### config.mk
export PLATFORM = sky130hd
export DESIGN_NAME = cbu_top
export DESIGN_NICKNAME = d
export VERILOG_FILES = /design/src/rtl/cbu_pkg.sv /design/src/rtl/cbu_rel_eval.sv /design/src/rtl/cbu_flag_reg.sv /design/src/rtl/cbu_branch_sel.sv /design/src/rtl/cbu_top.sv
export SDC_FILE = /design/constraint.sdc
export NUM_CORES = 1
export LEC_CHECK = 0
export ABC_AREA = 1
export CORE_MARGIN = 3
export CORE_UTILIZATION = 30
export DETAILED_ROUTE_END_ITERATION = 10
export PLACE_DENSITY = 0.91
export SLEW_MARGIN = 20
export SYNTH_ARGS = -nofsm -noshare
export SYNTH_HDL_FRONTEND = slang
export SYNTH_HIERARCHICAL = 1
export SYNTH_SLANG_ARGS = --single-unit
### constraint.sdc
create_clock -name clk_i -period 2.2 [get_ports clk_i]
set_clock_uncertainty 0.15 [all_clocks]
set_input_delay 0.33 -clock clk_i [delete_from_list [all_inputs] [get_ports clk_i]]
set_output_delay 0.33 -clock clk_i [all_outputs]
set_load 0.005 [all_outputs]
### src/rtl/cbu_pkg.sv
package cbu_pkg;
  localparam int FLAG_N = 6;

  typedef enum logic [2:0] {
    BR_ALWAYS = 3'd0,
    BR_NE     = 3'd1,
    BR_EQ     = 3'd2,
    BR_LT     = 3'd3,
    BR_LE     = 3'd4,
    BR_GT     = 3'd5,
    BR_GE     = 3'd6,
    BR_RSVD   = 3'd7
  } br_kind_e;

  // bit0 gt .. bit5 ne
  typedef struct packed {
    logic ne;
    logic eq;
    logic le;
    logic lt;
    logic ge;
    logic gt;
  } rel_flags_t;
endpackage

### src/rtl/cbu_rel_eval.sv
module cbu_rel_eval
  import cbu_pkg::*;
#(
  parameter int DATA_W = 32
) (
  input  logic [DATA_W-1:0] dst_i,
  input  logic [DATA_W-1:0] src_i,
  output rel_flags_t        rel_o
);
  logic signed [DATA_W-1:0] d_s, s_s;
  logic is_gt, is_eq;

  assign d_s = dst_i;
  assign s_s = src_i;

  always_comb begin
    is_gt = d_s > s_s;
    is_eq = d_s == s_s;
    rel_o = '0;
    rel_o.gt = is_gt;
    rel_o.eq = is_eq;
    rel_o.ge = is_gt | is_eq;
    rel_o.lt = ~(is_gt | is_eq);
    rel_o.le = ~is_gt;
    rel_o.ne = ~is_eq;
  end
endmodule

### src/rtl/cbu_flag_reg.sv
module cbu_flag_reg
  import cbu_pkg::*;
(
  input  logic       clk_i,
  input  logic       rst_i,
  input  logic       cmp_en_i,
  input  rel_flags_t cmp_val_i,
  input  logic       ld_en_i,
  input  rel_flags_t ld_val_i,
  output rel_flags_t q_o
);
  always_ff @(posedge clk_i) begin
    if (rst_i)         q_o <= '0;
    else if (ld_en_i)  q_o <= ld_val_i;
    else if (cmp_en_i) q_o <= cmp_val_i;
  end

  // idle cycles keep the flags
  a_r4_hold: assert property (@(posedge clk_i) disable iff (rst_i)
    (!cmp_en_i && !ld_en_i) |=> $stable(q_o));

  // a load wins over a compare
  a_r8_restore: assert property (@(posedge clk_i) disable iff (rst_i)
    ld_en_i |=> (q_o == $past(ld_val_i)));
endmodule

### src/rtl/cbu_branch_sel.sv
module cbu_branch_sel
  import cbu_pkg::*;
#(
  parameter int PC_W = 32
) (
  input  logic            clk_i,
  input  logic            rst_i,
  input  rel_flags_t      flags_i,
  input  logic            br_i,
  input  logic [2:0]      kind_i,
  input  logic [PC_W-1:0] tgt_i,
  input  logic [PC_W-1:0] seq_i,
  output logic [PC_W-1:0] npc_o
);
  logic cond;

  always_comb begin
    unique case (br_kind_e'(kind_i))
      BR_ALWAYS: cond = 1'b1;
      BR_NE:     cond = flags_i.ne;
      BR_EQ:     cond = flags_i.eq;
      BR_LT:     cond = flags_i.lt;
      BR_LE:     cond = flags_i.le;
      BR_GT:     cond = flags_i.gt;
      BR_GE:     cond = flags_i.ge;
      default:   cond = 1'b0;
    endcase
  end

  assign npc_o = (br_i && cond) ? tgt_i : seq_i;

  // the reserved code never redirects
  a_r6_rsvd_seq: assert property (@(posedge clk_i) disable iff (rst_i)
    (br_i && kind_i == 3'd7) |-> (npc_o == seq_i));
endmodule

### src/rtl/cbu_top.sv
module cbu_top
  import cbu_pkg::*;
#(
  parameter int DATA_W = 32,
  parameter int PC_W   = 32
) (
  input  logic              clk_i,
  input  logic              rst_i,
  input  logic              cmp_i,
  input  logic [DATA_W-1:0] src_i,
  input  logic [DATA_W-1:0] dst_i,
  input  logic              br_i,
  input  logic [2:0]        br_kind_i,
  input  logic [PC_W-1:0]   br_tgt_i,
  input  logic [PC_W-1:0]   pc_seq_i,
  input  logic              ctx_ld_i,
  input  logic [5:0]        ctx_flags_i,
  output logic [5:0]        flags_o,
  output logic [PC_W-1:0]   npc_o
);
  rel_flags_t rel_now, flags_q;

  cbu_rel_eval #(.DATA_W(DATA_W)) u_eval (
    .dst_i(dst_i), .src_i(src_i), .rel_o(rel_now)
  );

  cbu_flag_reg u_flags (
    .clk_i(clk_i), .rst_i(rst_i),
    .cmp_en_i(cmp_i), .cmp_val_i(rel_now),
    .ld_en_i(ctx_ld_i), .ld_val_i(rel_flags_t'(ctx_flags_i)),
    .q_o(flags_q)
  );

  cbu_branch_sel #(.PC_W(PC_W)) u_br (
    .clk_i(clk_i), .rst_i(rst_i), .flags_i(flags_q),
    .br_i(br_i), .kind_i(br_kind_i), .tgt_i(br_tgt_i),
    .seq_i(pc_seq_i), .npc_o(npc_o)
  );

  assign flags_o = flags_q;

  // equal operands give ge, le, eq only
  a_r2_equal: assert property (@(posedge clk_i) disable iff (rst_i)
    (cmp_i && !ctx_ld_i && dst_i == src_i) |=> (flags_o == 6'b011010));

  // signed less-than sets lt and clears gt
  a_r3_signed_lt: assert property (@(posedge clk_i) disable iff (rst_i)
    (cmp_i && !ctx_ld_i && $signed(dst_i) < $signed(src_i)) |=> (flags_o[2] && !flags_o[0]));

  // unconditional branch always redirects
  a_r5_always: assert property (@(posedge clk_i) disable iff (rst_i)
    (br_i && br_kind_i == 3'd0) |-> (npc_o == br_tgt_i));
endmodule

# Word level (Yosys, flattened, before mapping)
# Cells that the tools add are included.
# classes
n_lt_le_gt_ge	1
n_eq_ne	7
n_mux	4
bitwise_logic	4
n_reduce_logical	3
# op_table
cell	n
$eq A32 B32 Y1	1
$gt A32 B32 Y1	1
$mux W32	1
$mux W6	2
$eq A3 B3 Y1 const B	3
$pmux W1 S7	1
$eq A3 B2 Y1 const B	2
$eq A3 B1 Y1 const B	1
$logic_not A3 Y1	1
$not A1 Y1	3
$reduce_bool A2 Y1	1
$logic_and A1 B1 Y1	1
$or A1 B1 Y1	1
# totals
reg_bits	6
in_bits	142
out_inout_bits	38

# Longest topological paths before layout
# Gate-level depths: netlist of the first run.
# depth
ltp_word	5
mapped_depth	21
depth_no_buf	20

# Hierarchy
# The synthesis of the first run kept the hierarchy.
# by_module_without_submodules
mod	instances	cells_per_inst	area_per_inst_um2
cbu_rel_eval	1	159	963.4
cbu_branch_sel	1	123	553.0
cbu_flag_reg	1	46	289.0

# Worst setup path before layout of the first run
# Ideal clock, no wire load.
# synth_path
path_type	input to register
startpoint	input src_i[31]
endpoint	register u_flags/q_o[0] in the netlist's numbering
setup_time_ns	0.109
arrival_ns	1.755
required_time_ns	1.941
path_slack_ns	0.186
cell_stages	17
path_buffers	1
cell_sequence	inv_1 ha_1 nand2_1 nor2_2 and2_4 nand3_2 nor2_2 nand2_2 nand2_2 nand2_1 nand2_1 nor2_1 buf_4 nand3_1 nand3_1 nand2_1 inv_1
# synth_between
elab_chain_len	3
# synth_lines
element	line_no	rtl
from (decl)	cbu_top.sv:10	input logic [DATA_W-1:0] src_i,
$gt A32 B32 Y1	cbu_rel_eval.sv:17	is_gt = d_s > s_s;
via u_eval.is_gt	cbu_rel_eval.sv:11	logic is_gt, is_eq;
$mux W6	cbu_flag_reg.sv:15	else if (cmp_en_i) q_o <= cmp_val_i;
$mux W6	cbu_flag_reg.sv:14	else if (ld_en_i) q_o <= ld_val_i;
to (signal assigned)	cbu_flag_reg.sv:14	
to (signal assigned)	cbu_flag_reg.sv:15	
to (decl)	cbu_flag_reg.sv:10	output rel_flags_t q_o
# The timed path passes the listed nets, and every way through them passes these cells. The select of a mux whose other input is x is not followed.
# A chain may end at the register's enable or synchronous reset.

==> results.txt, run 1 <==
status: finished, final reports clean
hold path endpoint: u_flags/q_o[4]$_SDFFE_PP0P_
largest net degree at the start of global routing: 18
worst path bufs/invs: 3
# setup viols final: 0
clock-pin slew on the worst setup and hold paths: 40 ps
CP Cell Sequence: clkdlybuf4s50_1 > inv_2 > ha_4 > a21oi_2 > nand2_1 > a21oi_2 > nand2_1 > nand2_2 > nand3_2 > nand2_2 > nand2_1 > nand3_1 > nand3_1 > nand2_1 > inv_1
total chip power: 1.17 mW
syn nets: 502
Die H: 83.6 um
Setup crit start kind: input port
port bufs: 179
slowest stage delay, CP: 470 ps
Rel. slew slack: 79.1%
leakage power total: 2.56 nW
CP Class: in2reg
via count: 2907
largest reg by FF count: u_flags/q_o
Total GRT Usage: 22.8%
Nets: 702
DR DRC count: 0
Die Wd: 83.6 um
Root Buffer: clkbuf_8
Worst-Margin Slew: 313 ps
final hold slack: 411 ps
die area: 0.00698 mm2
Worst Setup End Kind: register
final wirelength: 9370 um
HP Class: reg2reg
Reg-to-Reg Start: u_flags/q_o[3]$_SDFFE_PP0P_
number of synthesized register bits: 6
end of the worst register-to-register path: u_flags/q_o[3]$_SDFFE_PP0P_
Worst Setup SP: src_i[11]
Area Growth Syn to Fin: 144%
max cap viols: 0
critical path's slowest cell: clkdlybuf4s50_1
first-pass GRT wire length: 13200 um
top-count cell post-synth: nand2_1
RD Place Congestion: 0.844
FFs w/ async S/R, synth: 0%
n_diodes: 0
critical path's most frequent cell: nand2_1
ys flop type: dfxtp_1
crit path time final: 2170 ps
CTS tree: done
DP Worst Slack: -492 ps
yosys warns: 6
R2R depth: 5
clk buf depth: 2
post-synthesis sequential area ratio: 6.65%
Ports: 180
Initial Util: 31.8%
Crit path required time: 2170 ps
Final HPWL DP: 6630 um
crit-path max FO: 3
largest cells by area after synthesis: nand2_1, ha_1, nand3_1
Post-synth top cells: nand2_1, inv_1, nand3_1, ha_1, a21oi_1
cts bufs inserted: 3
vias in the first global route: 2918
Clock Latency Late Sink: 220 ps
Synth Instances: 328
H-Tree Depth: 1
setup_tns: 0 ps
final hold vios: 0
post-synth top area cell: nand2_1
# fillers: 394
FF-to-FF setup slack: 1280 ps
DR pass1 iterations: 4
1st-iter DRT viols: 78
core area: 0.00568 mm2
antenna-violating nets left: 0
max FFs per register: 6
hold wc startpoint: u_flags/q_o[4]$_SDFFE_PP0P_
post-synth top area share: 26.0%
power density of the placed cells: 267 mW/mm2
Mapped Area: 0.00181 mm2
final setup margin: 31.7 ps
Largest regs: u_flags/q_o (6)
std cell rows: 27
CP arrival: 2140 ps
Peak VDD IR: 167 uV
initial antenna violation count: 0
fin. max-slew vios: 0
Clock Sinks: 6
share of layout cells above drive strength 1: 31.9%
total grt overflow: 0
Synth Area per Inst: 5.50 um2
fin util: 77.5%
synth unique cells: 27
Achievable Freq: 0.461 GHz
WL/cell: 15.7 um
Tcrit/Tclk final: 98.6%
Hold Crit Depth: 4
vias per inst: 4.86
Largest delay share family, worst path: simple AND/OR/NAND/NOR gates
CTS hold repair buffers: 0
EDFF count, synth: 0
==> cell usage in the layout, fill, tap and decap left out, drive strengths merged <==
master,netlist,layout
dfxtp,6,6
nor3b,1,1
nor2,16,16
nand3,52,52
nor3,1,1
clkbuf,1,5
clkdlybuf4s50,0,84
nand3b,2,2
bufbuf,0,1
dlymetal6s2s,0,46
nand4,2,2
o21ai,2,2
and2,1,1
ha,32,32
o21a,1,1
dlygate4sd2,0,17
clkdlybuf4s15,0,7
inv,55,55
a21oi,14,14
buf,12,51
nand2,129,129
a21o,1,1
==> cells by family (layout without fill, tap and decap cells) <==
group                      count (synthesis)  count (layout)  synth area share, %
buffers and inverters                     68             266                 16.1
adders and majority gates                 32              32                 22.2
and+or+nand+nor                          204             204                 49.6
AOI/OAI and AO/OA                         18              18                 5.47
DFF                                        6               6                 6.65
==> stage by stage <==
stage,area [um2],cells
finish,4400,598
global route,4400,598
CTS,4030,594
detailed placement,3760,580
global placement,3760,580
floorplan,1810,328
==> worst min-delay path: stages, from the launching register on <==
cell	delay, ps
dfxtp_2	330
nand2_1	50
nand3_1	60
nand2_1	40
inv_1	40
==> worst max-delay path by stage <==
stage	to	depth (start not counted)
final	u_flags/q_o[3]$_SDFFE_PP0P_	15
after global routing	u_flags/q_o[3]$_SDFFE_PP0P_	15
after CTS	npc_o[14]	11
after detailed placement	npc_o[19]	11
after global placement	npc_o[1]	11
after floorplan	u_flags/q_o[0]$_SDFFE_PP0P_	17
==> cell type report <==
class | count | area (um2) | area share (%)
clock buffers | 3 | 41.3 | 0.939
flip-flops and latches | 6 | 128 | 2.90
repair buffers | 208 | 2080 | 47.3
inverters | 55 | 206 | 4.69
multi-input cells | 254 | 1850 | 42.1
well taps | 72 | 90.1 | 2.05
==> power by group <==
group	switching, mW	internal (mW)	total, mW
Clock	0.0475	0.118	0.165
Combinational	0.377	0.506	0.883
Sequential	0.00704	0.119	0.126
Total	0.431	0.743	1.17
==> metal layers <==
| metal | up-vias | routed length (um) | GRT usage (%) |
|---|---|---|---|
| met2 | 145 | 5130 | 45.8 |
| met3 | 32 | 726 | 7.01 |
| li1 | 1430 | - | - |
| met1 | 1300 | 3130 | 20.7 |
| met4 | 0 | 386 | 9.80 |
| met5 | - | 0 | 0 |
==> timing repair <==
| item | CTS | global route |
|---|---|---|
| cloned | 3 | 0 |
| setup endpoints to repair | 36 | 30 |
| pin swaps | 52 | 73 |
| gates resized for setup | 169 | 123 |
| setup buffers | 9 | 7 |
Note: power is estimated with default switching activity, not from simulation.
==> run 2: changes to the inputs <==
- TNS_END_PERCENT: not set -> 1
==> run 2 against run 1 <==
Via count fell by 1.1%. Highest routed layer unchanged. Worst setup slack got worse by 38 ps. Largest power group unchanged. Sequential power barely moved. The run now ends with negative setup slack left. Largest cell class unchanged. Routed wire length fell by 0.86%. Non-clock buffer count fell by 1.
==> results.txt, run 2 (synthesis gave the netlist of run 1 again) <==
status: finished, violations left
failing checks: negative setup slack
std cell rows: 27 (unchanged)
Nets: 701 (-0.14%)
switching share of power: 35.8% (-0.95 points)
core area: 0.00568 mm2 (unchanged)
Die Wd: 83.6 um (unchanged)
port bufs: 179 (unchanged)
total chip power: 1.19 mW (+1.7%)
Inst Count DP: 580 (unchanged)
Ports: 180 (unchanged)
DR pass1 iterations: 4 (unchanged)
antenna-violating nets left: 0 (unchanged)
clock-pin slew on the worst setup and hold paths: 30 ps (about the same)
fin cells: 597 (-0.17%)
slowest stage delay, CP: 410 ps (-60 ps)
Achievable Freq: 0.453 GHz (-1.7%)
Final HPWL DP: 6630 um (unchanged)
die area: 0.00698 mm2 (unchanged)
most common cell after layout, fill and taps aside: nand2_1
Clk pwr share: 13.7% (-0.4 points)
Root Buffer: clkbuf_8
Worst Setup End Kind: register
final hold slack: 409 ps (-1.98 ps)
share of layout cells above drive strength 1: 31.4% (-0.51 points)
crit-path max FO: 3 (unchanged)
Initial Util: 31.8% (unchanged)
Worst-Margin Slew: 308 ps (-4.41 ps)
P_int: 767 uW (+3.3%)
HP Class: reg2reg
final setup margin: -6.08 ps (-37.8 ps)
power density of the placed cells: 266 mW/mm2 (-0.43%)
CTS hold repair buffers: 0 (unchanged)
Area Growth Syn to Fin: 149%
RD Place Congestion: 0.844 (unchanged)
vias in the first global route: 2796 (-4.2%)
n_diodes: 0 (unchanged)
via count: 2875 (-1.1%)
switching pwr: 428 uW (-0.88%)
sequential share of power: 10.5% (-0.3 points)
critical path's most frequent cell: nand2_1
initial antenna violation count: 0 (unchanged)
DR DRC count: 0 (unchanged)
CP Cell Sequence: clkdlybuf4s50_1 > ha_1 > nand2_1 > nor2_2 > nand2_1 > nand2_1 > nand2_1 > nand2_1 > nand2_2 > nand2_2 > nand2_1 > nand2_1 > nand2_1 > nand3_1 > nand3_1 > nand2_1 > inv_1
CTS tree: done
most frequent cells in the layout: nand2_1, clkdlybuf4s50_1, dlymetal6s2s_1
setup_tns: -6.08 ps (-6.08 ps)
combinational group share of total power: 75.8% (+0.6 points)
fin. max-slew vios: 0 (unchanged)
largest net degree at the start of global routing: 18 (unchanged)
Peak VDD IR: 164 uV (-2.2%)
vias per inst: 4.82 (-0.94%)
# fillers: 370 (-6.1%)
Total GRT Usage: 21.5% (-1.3 points)
crit path time final: 2210 ps (+37.8 ps)
Largest regs: u_flags/q_o (6)
CP arrival: 2180 ps (+40 ps)
Crit path required time: 2170 ps (about the same)
WL/cell: 15.6 um (-0.70%)
total grt overflow: 0 (unchanged)
CP Class: in2reg
# setup viols final: 1 (+1)
RSZ-0062 raised after global routing: true
Clock Latency Late Sink: 220 ps (about the same)
final wirelength: 9290 um (-0.86%)
Setup crit start kind: input port
Clock Sinks: 6 (unchanged)
1st-iter DRT viols: 95 (+22%)
Tcrit/Tclk final: 100% (+1.7 points)
clk buf depth: 2 (unchanged)
critical path's slowest cell: clkdlybuf4s50_1
max cap viols: 0 (unchanged)
max FFs per register: 6 (unchanged)
leakage power total: 2.62 nW (+2.1%)
Rel. slew slack: 79.4% (+0.29 points)
first-pass GRT wire length: 12600 um (-4.7%)
final hold vios: 0 (unchanged)
Die H: 83.6 um (unchanged)
H-Tree Depth: 1 (unchanged)
largest reg by FF count: u_flags/q_o
cts bufs inserted: 3 (unchanged)
run 2: final cells by class:
class                           instances  area, um2  area share, %
Multi-Input combinational cell        254       1880           41.9
Timing Repair Buffer                  207       2140           47.7
Inverter                               55        206           4.59
Tap cell                               72       90.1           2.00
Clock buffer                            3       41.3          0.919
Sequential cell                         6        128           2.84
run 2: power groups by stage:
stage          Combinational, mW  Clock (mW)  Sequential (mW)
2_1_floorplan              0.281           0            0.125
3_3_place_gp               0.725           0            0.126
3_5_place_dp               0.749           0            0.126
4_1_cts                    0.762       0.172            0.125
5_1_grt                    0.984       0.179            0.127
6_report                   0.905       0.164            0.126
run 2: final timing paths:
kind	from	end	slack [ps]	cells past startpoint
worst min-delay path	u_flags/q_o[4]$_SDFFE_PP0P_	u_flags/q_o[4]$_SDFFE_PP0P_	410	4
worst min register to register	u_flags/q_o[4]$_SDFFE_PP0P_	u_flags/q_o[4]$_SDFFE_PP0P_	410	4
worst max-delay path	dst_i[4]	u_flags/q_o[3]$_SDFFE_PP0P_	-6	17
worst max register to register	u_flags/q_o[3]$_SDFFE_PP0P_	u_flags/q_o[3]$_SDFFE_PP0P_	1260	5
run 2: repair_timing:
action,CTS,global route
endpoints found under the setup margin,36,34
gates resized for setup,121,159
cloned,3,0
buffers inserted,6,6
pin swaps,8,70
run 2: through the flow:
stage | setup WS [ps] | utilization [%] | area [um2]
after floorplan | 186 | - | 1810
after CTS | -39.9 | 68.1 | 3860
final | -6.08 | 79.2 | 4490
after global placement | -424 | 66.2 | 3760
after detailed placement | -492 | 66.2 | 3760
after global routing | -142 | 79.2 | 4490
run 2: routing by layer:
layer	vias up	share of wire (%)	GRT usage, %
met5	-	0	0
met1	1269	33	20.8
li1	1435	-	-
met3	30	7.9	6.12
met2	141	56	43.0
met4	0	3.0	6.87
run 2: worst max-delay path: cells and delay by family:
family	cells	cell delay, ps
fa+ha+maj	1	290
buf+inv	2	440
simple gates	14	1090
==> run 3: changes to the inputs <==
- ABC_AREA: 1 -> not set
- PLACE_DENSITY: 0.91 -> 0.92
==> run 3 against run 2 <==
The flow still finishes with violations (negative setup slack). Highest routed layer unchanged. Cell area down 2.4%. Clock power increased by 3%. Routed wire length rose by 2.6%.
==> results.txt, run 3 <==
status: finished, violations left
failing checks: negative setup slack
Synth Instances: 189 (-42%)
first-pass GRT wire length: 12600 um (+0.33%)
DR DRC count: 0 (unchanged)
crit path to: u_flags/q_o[0]$_SDFFE_PP0P_
yosys warns: 6 (unchanged)
largest net degree at the start of global routing: 9 (-9)
DP Worst Slack: -955 ps (-463 ps)
CP arrival: 2450 ps (+270 ps)
top-count cell post-synth: inv_1
R2R depth: 3 (-2)
CTS hold repair buffers: 0 (unchanged)
syn nets: 363 (-28%)
total grt overflow: 0 (unchanged)
post-synth top area share: 25.5% (-0.47 points)
HP Class: in2reg
crit path time final: 2460 ps (+252 ps)
Die H: 82.7 um (-1.0%)
Worst Setup SP: dst_i[16]
Root Buffer: clkbuf_8
Post-synth top cells: inv_1, ha_1, mux2_4, a21oi_1
Ports: 180 (unchanged)
number of synthesized register bits: 6 (unchanged)
# setup viols final: 37 (+36)
Worst Setup End Kind: register
EDFF count, synth: 0 (unchanged)
port bufs: 179 (unchanged)
core area: 0.00561 mm2 (-1.2%)
total chip power: 1.22 mW (+2.5%)
final hold slack: 577 ps (+169 ps)
Area Growth Syn to Fin: 148%
FFs w/ async S/R, synth: 0% (unchanged)
post-route cell area: 0.00438 mm2 (-2.4%)
Achievable Freq: 0.407 GHz (-10%)
power density of the placed cells: 279 mW/mm2 (+5.1%)
final wirelength: 9530 um (+2.6%)
synth unique cells: 35 (+30%)
Largest regs: u_flags/q_o (6)
leakage power total: 2.17 nW (-17%)
Initial Util: 31.5% (-0.33 points)
Hold Crit Depth: 3 (-1)
die area: 0.00684 mm2 (-2.1%)
Final HPWL DP: 6780 um (+2.3%)
Inst Count DP: 451 (-22%)
cts bufs inserted: 3 (unchanged)
# fillers: 363 (-1.9%)
Rel. slew slack: 72.9% (-6.4 points)
vias in the first global route: 2578 (-7.8%)
H-Tree Depth: 1 (unchanged)
end of the worst register-to-register path: u_flags/q_o[0]$_SDFFE_PP0P_
fin. max-slew vios: 0 (unchanged)
clock-pin slew on the worst setup and hold paths: 40 ps (about the same)
Placement Cell Area: 0.00392 mm2 (+4.4%)
most common cell after layout, fill and taps aside: clkdlybuf4s50_1
Clock Latency Late Sink: 220 ps (about the same)
RD Place Congestion: 0.720 (-15%)
clk buf depth: 2 (unchanged)
Total GRT Usage: 24.8% (+3.3 points)
Reg-to-Reg Start: u_flags/q_o[0]$_SDFFE_PP0P_
post-synthesis sequential area ratio: 6.80% (+0.15 points)
Nets: 574 (-18%)
Peak VDD IR: 331 uV (+100%)
ys flop type: dfxtp_1
Mapped Area: 0.00177 mm2 (-2.2%)
Die Wd: 82.7 um (-1.0%)
WL/cell: 20.2 um (+30%)
Crit path required time: 2190 ps (+20 ps)
final setup margin: -258 ps (-252 ps)
initial antenna violation count: 1 (+1)
antenna-violating nets left: 0 (unchanged)
max cap viols: 0 (unchanged)
largest cells by area after synthesis: mux2_4, ha_1, inv_1
share of layout cells above drive strength 1: 55.8% (+24 points)
RSZ-0062 raised after global routing: true
largest reg by FF count: u_flags/q_o
Setup crit start kind: input port
via count: 2346 (-18%)
most frequent cells in the layout: clkdlybuf4s50_1, mux2_4, clkbuf_2
CTS tree: done
DR pass1 iterations: 4 (unchanged)
FF-to-FF setup slack: 1150 ps (-110 ps)
Tcrit/Tclk final: 112% (+11 points)
max FFs per register: 6 (unchanged)
Synth Area per Inst: 9.34 um2 (+70%)
post-synth top area cell: mux2_4
Worst-Margin Slew: 405 ps (+96.2 ps)
final hold vios: 0 (unchanged)
std cell rows: 27 (unchanged)
1st-iter DRT viols: 34 (-64%)
crit-path max FO: 4 (+1)
Clock Sinks: 6 (unchanged)
vias per inst: 4.98 (+3.4%)
CP Class: in2reg
fin cells: 471 (-21%)
## run 3: how the worst min path moves through the flow
stage / startpoint / to / slack (ps)
after floorplan: rst_i / u_flags/q_o[0]$_SDFFE_PP0P_ / 250
after global placement: u_flags/q_o[0]$_SDFFE_PP0P_ / u_flags/q_o[0]$_SDFFE_PP0P_ / 550
after detailed placement: u_flags/q_o[1]$_SDFFE_PP0P_ / u_flags/q_o[1]$_SDFFE_PP0P_ / 560
after CTS: ctx_flags_i[0] / u_flags/q_o[0]$_SDFFE_PP0P_ / 560
after global routing: ctx_flags_i[5] / u_flags/q_o[5]$_SDFFE_PP0P_ / 600
final: ctx_flags_i[3] / u_flags/q_o[3]$_SDFFE_PP0P_ / 580
## run 3: repair_timing
item	in CTS	in global routing
pin swaps	49	39
setup endpoints to repair	38	38
buffers inserted	13	0
cloned	3	0
gates resized for setup	248	97
endpoints found under the hold margin	0	0
## run 3: layer usage
layer | part of all wire [%] | vias to the layer above | GRT usage (%)
li1 | - | 1098 | -
met1 | 33 | 1093 | 22.4
met2 | 56 | 123 | 53.7
met3 | 7.7 | 32 | 5.64
met4 | 3.6 | 0 | 6.05
met5 | 0 | - | 0
## run 3: layout make-up
class	count	area (um2)	area share [%]
Inverter	34	138	3.14
Clock buffer	3	41.3	0.942
Tap cell	72	90.1	2.05
Sequential cell	6	124	2.83
Timing Repair Buffer	212	2020	46.1
Multi-Input combinational cell	143	1970	44.9
Antenna cell	1	2.50	0.0571
## run 3: critical path, stage by stage
cell and delay (ps):
clkdlybuf4s50_1 470, ha_2 260, and4_1 210, nand2_2 100, nor2_4 50, o31ai_4 50, o2111a_2 310, buf_6 120
mux2i_1 170, mux2i_1 120, a211oi_2 260
## run 3: power by group
group	leakage, nW	internal, mW	total [mW]	switching (mW)
Clock	0.0216	0.118	0.169	0.0510
Sequential	0.0508	0.119	0.125	0.00599
Combinational	2.10	0.594	0.930	0.337
Total	2.17	0.831	1.22	0.394
## run 3: kinds of logic (layout without fill, tap and decap cells)
group,after synthesis,in the layout,share of synthesized area [%]
muxes,43,43,33.2
buffers and inverters,40,249,10.6
and+or+nand+nor,36,36,13.7
adders and majority gates,32,32,22.7
AOI/OAI and AO/OA,32,32,13.0
DFF,6,6,6.80
other,0,1,0
## run 3: through the flow
| stage | TNS (ps) | util, % |
|---|---|---|
| 2_1_floorplan | -204 | - |
| 3_3_place_gp | -27560 | 69.9 |
| 3_5_place_dp | -30140 | 69.9 |
| 4_1_cts | -7120 | 76.6 |
| 5_1_grt | -6910 | 78.2 |
| 6_report | -4910 | 78.2 |
